===== src/rtl/tdd_seq_pkg.sv =====
package tdd_seq_pkg;
    typedef enum logic [1:0] {
        ST_IDLE    = 2'd0,
        ST_ARMED   = 2'd1,
        ST_WAITING = 2'd2,
        ST_RUNNING = 2'd3
    } seq_state_t;
endpackage


===== src/rtl/tdd_cfg_hold.sv =====
// Holding registers: follow the configuration only while disabled.
module tdd_cfg_hold #(
    parameter int CNT_W   = 32,
    parameter int BURST_W = 32
) (
    input  logic               clk,
    input  logic               rst_n,
    input  logic               enable,
    input  logic [CNT_W-1:0]   frame_len_i,
    input  logic [BURST_W-1:0] burst_len_i,
    input  logic [CNT_W-1:0]   start_delay_i,
    output logic [CNT_W-1:0]   frame_len_o,
    output logic [BURST_W-1:0] burst_len_o,
    output logic [CNT_W-1:0]   start_delay_o
);
    always_ff @(posedge clk) begin
        if (!rst_n) begin
            frame_len_o   <= '0;
            burst_len_o   <= '0;
            start_delay_o <= '0;
        end else if (!enable) begin
            frame_len_o   <= frame_len_i;
            burst_len_o   <= burst_len_i;
            start_delay_o <= start_delay_i;
        end
    end
endmodule


===== src/rtl/tdd_pos_counter.sv =====
// Shared counter: startup delay in WAITING, frame position in RUNNING.
module tdd_pos_counter
    import tdd_seq_pkg::*;
#(
    parameter int CNT_W = 32
) (
    input  logic             clk,
    input  logic             rst_n,
    input  seq_state_t       state,
    input  logic             clear,
    input  logic             sync_rst_hit,
    input  logic [CNT_W-1:0] frame_len,
    input  logic [CNT_W-1:0] start_delay,
    output logic [CNT_W-1:0] cnt_q,
    output logic             frame_last,
    output logic             delay_done
);
    logic [CNT_W:0]   cnt_inc;
    logic [CNT_W-1:0] cnt_d;

    assign cnt_inc    = {1'b0, cnt_q} + 1'b1;
    // A length of zero behaves as a length of one.
    assign frame_last = (state == ST_RUNNING) && (cnt_inc >= {1'b0, frame_len});
    assign delay_done = (state == ST_WAITING) && (cnt_q == start_delay) && !sync_rst_hit;

    always_comb begin
        cnt_d = cnt_q;
        if (clear) begin
            cnt_d = '0;
        end else begin
            unique case (state)
                ST_WAITING: cnt_d = (sync_rst_hit || delay_done) ? '0 : cnt_inc[CNT_W-1:0];
                ST_RUNNING: cnt_d = (sync_rst_hit || frame_last) ? '0 : cnt_inc[CNT_W-1:0];
                default:    cnt_d = '0;
            endcase
        end
    end

    always_ff @(posedge clk) begin
        if (!rst_n) cnt_q <= '0;
        else        cnt_q <= cnt_d;
    end
endmodule


===== src/rtl/tdd_frame_tally.sv =====
// Counts completed frames of a burst and flags the last one.
module tdd_frame_tally #(
    parameter int BURST_W = 32
) (
    input  logic               clk,
    input  logic               rst_n,
    input  logic               clear,
    input  logic               frame_done,
    input  logic [BURST_W-1:0] burst_len,
    output logic               last_frame
);
    logic [BURST_W-1:0] frames_q;

    assign last_frame = (burst_len != '0) && (frames_q == burst_len - 1'b1);

    always_ff @(posedge clk) begin
        if (!rst_n || clear) frames_q <= '0;
        else if (frame_done) frames_q <= frames_q + 1'b1;
    end
endmodule


===== src/rtl/tdd_seq_ctrl.sv =====
// Four-state sequencer.
module tdd_seq_ctrl
    import tdd_seq_pkg::*;
(
    input  logic       clk,
    input  logic       rst_n,
    input  logic       enable,
    input  logic       sync_pulse,
    input  logic       delay_done,
    input  logic       frame_last,
    input  logic       last_frame,
    output seq_state_t state,
    output seq_state_t state_nxt,
    output logic       armed,
    output logic       running
);
    logic burst_done_q;
    logic burst_finish;

    assign burst_finish = (state == ST_RUNNING) && frame_last && last_frame;

    always_comb begin
        state_nxt = state;
        unique case (state)
            ST_IDLE:    if (enable && !burst_done_q) state_nxt = ST_ARMED;
            ST_ARMED:   if (sync_pulse)              state_nxt = ST_WAITING;
            ST_WAITING: if (delay_done)              state_nxt = ST_RUNNING;
            ST_RUNNING: if (burst_finish)            state_nxt = ST_IDLE;
            default:                                 state_nxt = ST_IDLE;
        endcase
        if (!enable) state_nxt = ST_IDLE;
    end

    // State register
    always_ff @(posedge clk) begin
        if (!rst_n) begin
            state        <= ST_IDLE;
            burst_done_q <= 1'b0;
        end else begin
            state <= state_nxt;
            if (!enable)           burst_done_q <= 1'b0;
            else if (burst_finish) burst_done_q <= 1'b1;
        end
    end

    // Outputs
    always_comb begin
        armed   = 1'b0;
        running = 1'b0;
        unique case (state)
            ST_ARMED:   armed   = 1'b1;
            ST_RUNNING: running = 1'b1;
            default:    ;
        endcase
    end
endmodule


===== src/rtl/tdd_frame_sequencer.sv =====
module tdd_frame_sequencer
    import tdd_seq_pkg::*;
#(
    parameter int CNT_W   = 32,
    parameter int BURST_W = 32
) (
    input  logic               clk,
    input  logic               rst_n,
    input  logic               enable,
    input  logic               sync_pulse,
    input  logic               sync_rst_en,
    input  logic [CNT_W-1:0]   cfg_frame_len,
    input  logic [BURST_W-1:0] cfg_burst_len,
    input  logic [CNT_W-1:0]   cfg_start_delay,
    output logic [CNT_W-1:0]   frame_pos,
    output logic               frame_end,
    output logic [1:0]         state_out,
    output logic               armed,
    output logic               running
);
    logic [CNT_W-1:0]   frame_len_h;
    logic [BURST_W-1:0] burst_len_h;
    logic [CNT_W-1:0]   start_delay_h;
    logic [CNT_W-1:0]   cnt_q;
    logic               frame_last;
    logic               delay_done;
    logic               last_frame;
    logic               sync_rst_hit;
    seq_state_t         state;
    seq_state_t         state_nxt;

    assign sync_rst_hit = sync_pulse && sync_rst_en;

    tdd_cfg_hold #(.CNT_W(CNT_W), .BURST_W(BURST_W)) u_cfg (
        .clk(clk), .rst_n(rst_n), .enable(enable),
        .frame_len_i(cfg_frame_len), .burst_len_i(cfg_burst_len),
        .start_delay_i(cfg_start_delay),
        .frame_len_o(frame_len_h), .burst_len_o(burst_len_h),
        .start_delay_o(start_delay_h)
    );

    tdd_seq_ctrl u_ctrl (
        .clk(clk), .rst_n(rst_n), .enable(enable), .sync_pulse(sync_pulse),
        .delay_done(delay_done), .frame_last(frame_last), .last_frame(last_frame),
        .state(state), .state_nxt(state_nxt), .armed(armed), .running(running)
    );

    tdd_pos_counter #(.CNT_W(CNT_W)) u_cnt (
        .clk(clk), .rst_n(rst_n), .state(state),
        .clear((state_nxt == ST_IDLE) || (state_nxt == ST_ARMED)),
        .sync_rst_hit(sync_rst_hit), .frame_len(frame_len_h),
        .start_delay(start_delay_h), .cnt_q(cnt_q),
        .frame_last(frame_last), .delay_done(delay_done)
    );

    tdd_frame_tally #(.BURST_W(BURST_W)) u_tally (
        .clk(clk), .rst_n(rst_n), .clear(state_nxt != ST_RUNNING),
        .frame_done(frame_last), .burst_len(burst_len_h),
        .last_frame(last_frame)
    );

    assign frame_pos = running ? cnt_q : '0;
    assign frame_end = frame_last;
    assign state_out = state;
endmodule


===== config.mk =====
export PLATFORM = sky130hd
export DESIGN_NAME = tdd_frame_sequencer
export DESIGN_NICKNAME = d
export VERILOG_FILES = /design/src/rtl/tdd_seq_pkg.sv /design/src/rtl/tdd_cfg_hold.sv /design/src/rtl/tdd_pos_counter.sv /design/src/rtl/tdd_frame_tally.sv /design/src/rtl/tdd_seq_ctrl.sv /design/src/rtl/tdd_frame_sequencer.sv
export SDC_FILE = /design/constraint.sdc
export NUM_CORES = 1
export LEC_CHECK = 0
export BUFFER_PORTS_ARGS = -buffer_cell sky130_fd_sc_hd__buf_4
export CAP_MARGIN = 20
export CORE_UTILIZATION = 58
export CTS_BUF_LIST = sky130_fd_sc_hd__clkbuf_16
export CTS_CLUSTER_DIAMETER = 30
export DETAILED_ROUTE_END_ITERATION = 10
export GPL_ROUTABILITY_DRIVEN = 0
export GPL_TIMING_DRIVEN = 1
export PLACE_DENSITY = 0.81
export SETUP_SLACK_MARGIN = 0.3
export SYNTH_ARGS = -nofsm -noshare
export SYNTH_HDL_FRONTEND = slang
export SYNTH_SLANG_ARGS = --single-unit

===== constraint.sdc =====
create_clock -name clk -period 5.6 [get_ports clk]
set_input_delay 0 -clock clk [delete_from_list [all_inputs] [get_ports clk]]
set_output_delay 0 -clock clk [all_outputs]
set_load 0.01 [all_outputs]

==> flow_summary.ini <==
[sta]
slew_headroom_pct = 42.67
post-route-period-util_pct = 89.47
period_minus_slack_ps = 5011
setup_viol = 0
drv_slew = 0
fmax_mhz = 199.6
final-hold-violation-count = 0
hold_slack_ps = 142.3
finClkSkew_ps = 13.25
rsz0062_at_grt = false
tns_ps = 0
fin_ws_ps = 589.5
worstMarginPinSlew_ps = 860.0

[grt]
antenna_found_initial = 0
grt.total_usage_pct = 33.27
grt_pass1_wl_um = 43250
grt_overflow = 0
grt_pass1_vias = 8448
grt_max_degree = 96

[synthesis]
netlist_area_um2 = 9494
synth_top_area_share_pct = 34.37
synth-seq-area-share_pct = 34.37
synth_edf_count = 0
async_flop_share_pct = 0
synth-seq-cells = 163
synth_area_leaders = dfxtp_1, mux2i_1, xnor2_1
yosysTopAreaCell = dfxtp_1
ys_types = 69
ys.flop_type = dfxtp_1
syn-num-nets = 1181
synth_area_per_cell_um2 = 9.085
ys_warn_count = 0
synthesis.instances = 1045

[cells_and_area]
final_cells = 1479
seqCellArea_um2 = 3263
finish.net_count = 1387
synthToLayoutAreaGrowth_pct = 28.85
final_cell_mix = dfxtp_1, buf_4, dlygate4sd3_1
drive_gt1_share_pct = 16.31
nFillCells = 1058
antenna_cells = 0
fin_util_pct = 76.73
final_common_cell = dfxtp_1
multi_input_area_um2 = 5827

[clock_tree]
path_clk_slew_ps = 60
cts.sinks = 163
htreeDepth = 4
cts_buffers = 17
ctsRootBufferMaster = clkbuf_16
cts_tree = done
insertion_delay_ps = 440
clock_path_buffers = 2

[pwr]
vdd.ir_drop.worst_uv = 217.2
p_leak_nw = 5.126
pwr_density_cell_nw_per_um2 = 232.1

[die]
die-height_um = 129.9
io_pins = 138
fp.coreArea_um2 = 15940
row_count = 46
die_x_um = 129.9
die-area_um2 = 16880
initial_utilization_pct = 59.55

[critical_path]
slowest_stage = o2111ai_4
cp.required_ps = 5600
endpoint_kind = output port
r2r_slack_ps = 600
critPathArrivalTime_ps = 5010
critPathKind = flop to output port
worstPathCellList = and4_1 -> nor4b_1 -> and2_1 -> nand4_1 -> xnor2_1 -> ha_1 -> a21oi_1 -> nand2_1 -> a221oi_1 -> o21ai_0 -> o2111ai_4 -> nand2_1 -> buf_4
crit_fanout = 24
cpMostUsedCell = nand2_1
max_stage_delay_ps = 640
crit_path_start_kind = flop

[placement]
post-place-ws_ps = 676.5
io_buffers = 137
hpwl_um = 17750
placedCellCount = 1346

[route]
drtPass1Iterations = 5
drtIter0Drc = 869
drt-wirelength-per-cell_um = 18.64
wl_um = 27560
vias = 8655
via_per_inst = 5.852
ant_nets = 0
drc = 0

[worst_hold_path]
min_path_type = input port to flop

[flow_run]
maxCapViolCount = 0

[run_status]
status = finished clean
==> final timing paths <==
path,start,to,cells past startpoint
hold / removal,rst_n,u_ctrl.burst_done_q$_SDFFE_PN0P_,3
setup / recovery,u_cnt.cnt_q[0]$_SDFF_PP0_,frame_end,13
hold reg to reg,u_ctrl.burst_done_q$_SDFFE_PN0P_,u_ctrl.burst_done_q$_SDFFE_PN0P_,1
setup reg to reg,u_cnt.cnt_q[0]$_SDFF_PP0_,u_ctrl.state[0]$_SDFF_PN0_,15
==> where the power goes <==
part	leakage, nW	switching (mW)	internal (mW)
Clock	0.275	0.496	0.695
Combinational	3.52	0.194	0.211
Sequential	1.33	0.0416	1.20
==> sequential cells by signal (all words and copies together) (netlist names) <==
register,flops
u_cfg.burst_len_o,32
u_cfg.frame_len_o,32
u_cfg.start_delay_o,32
u_cnt.cnt_q,32
u_tally.frames_q,32
u_ctrl.state,2
u_ctrl.burst_done_q,1
==> cell type report <==
class / instances / share of cell area, %
Clock buffer: 17 / 3.478
Tap cell: 216 / 2.209
Inverter: 42 / 1.289
Clock inverter: 14 / 1.340
Multi-Input combinational cell: 778 / 47.63
Sequential cell: 163 / 26.67
Timing Repair Buffer: 249 / 17.38
==> through the flow <==
step                power [mW]  area (um2)
CTS                      2.828       12210
finish                   2.839       12230
floorplan                1.474        9494
global route             2.927       12230
global placement         1.590       10610
detailed placement       1.599       10610
==> kinds of logic (layout without fill, tap and decap cells) <==
| logic type | Yosys count | count (layout) | synth area share [%] |
|---|---|---|---|
| flops | 163 | 163 | 34.37 |
| mux | 100 | 100 | 10.56 |
| compound gates | 100 | 101 | 7.565 |
| fa+ha+maj | 35 | 35 | 4.613 |
| simple gates | 411 | 411 | 26.17 |
| xor+xnor | 131 | 131 | 12.08 |
| buf+inv | 105 | 322 | 4.639 |
==> timing repair <==
item | 4_1_cts | 5_1_grt
hold buffers | 101 | 0
setup endpoints to repair | 0 | 44
setup buffers | 0 | 0
endpoints found under the hold margin | 98 | 0
gates resized for setup | 0 | 2
==> layer usage <==
layer	wire length, um	GRT usage, %	vias to the layer above
met3	1843	6.273	71
met4	824	12.18	0
met5	0	0	-
met1	11740	42.66	4107
met2	13150	55.71	380
li1	-	-	4097
==> critical path: cells and delay by family, from the launching register on <==
kind | cells | cell delay [ps]
AOI/OAI and AO/OA | 4 | 1630
xor gates and xnor gates | 1 | 270
adders and majority gates | 1 | 320
buffers and inverters | 1 | 230
DFF | 1 | 470
and+or+nand+nor | 6 | 1640
==> cells in the mapped netlist (3+ instances only) <==
master	n
a2111oi_0	5
a211oi_1	24
a21oi_1	22
and2_1	5
and3_1	42
and4_1	9
buf_1	4
buf_6	6
clkbuf_1	52
dfxtp_1	163
ha_1	35
inv_1	42
mux2i_1	99
nand2_1	37
nand2b_1	5
nand3_1	38
nand4_1	21
nand4b_1	3
nor2_1	30
nor2b_1	101
nor3_1	49
nor3b_1	23
nor3b_2	10
nor4_1	11
o211ai_1	3
o21ai_0	15
or3_1	8
or4_1	4
xnor2_1	78
xor2_1	53
Power figures use the tool's default switching activity.
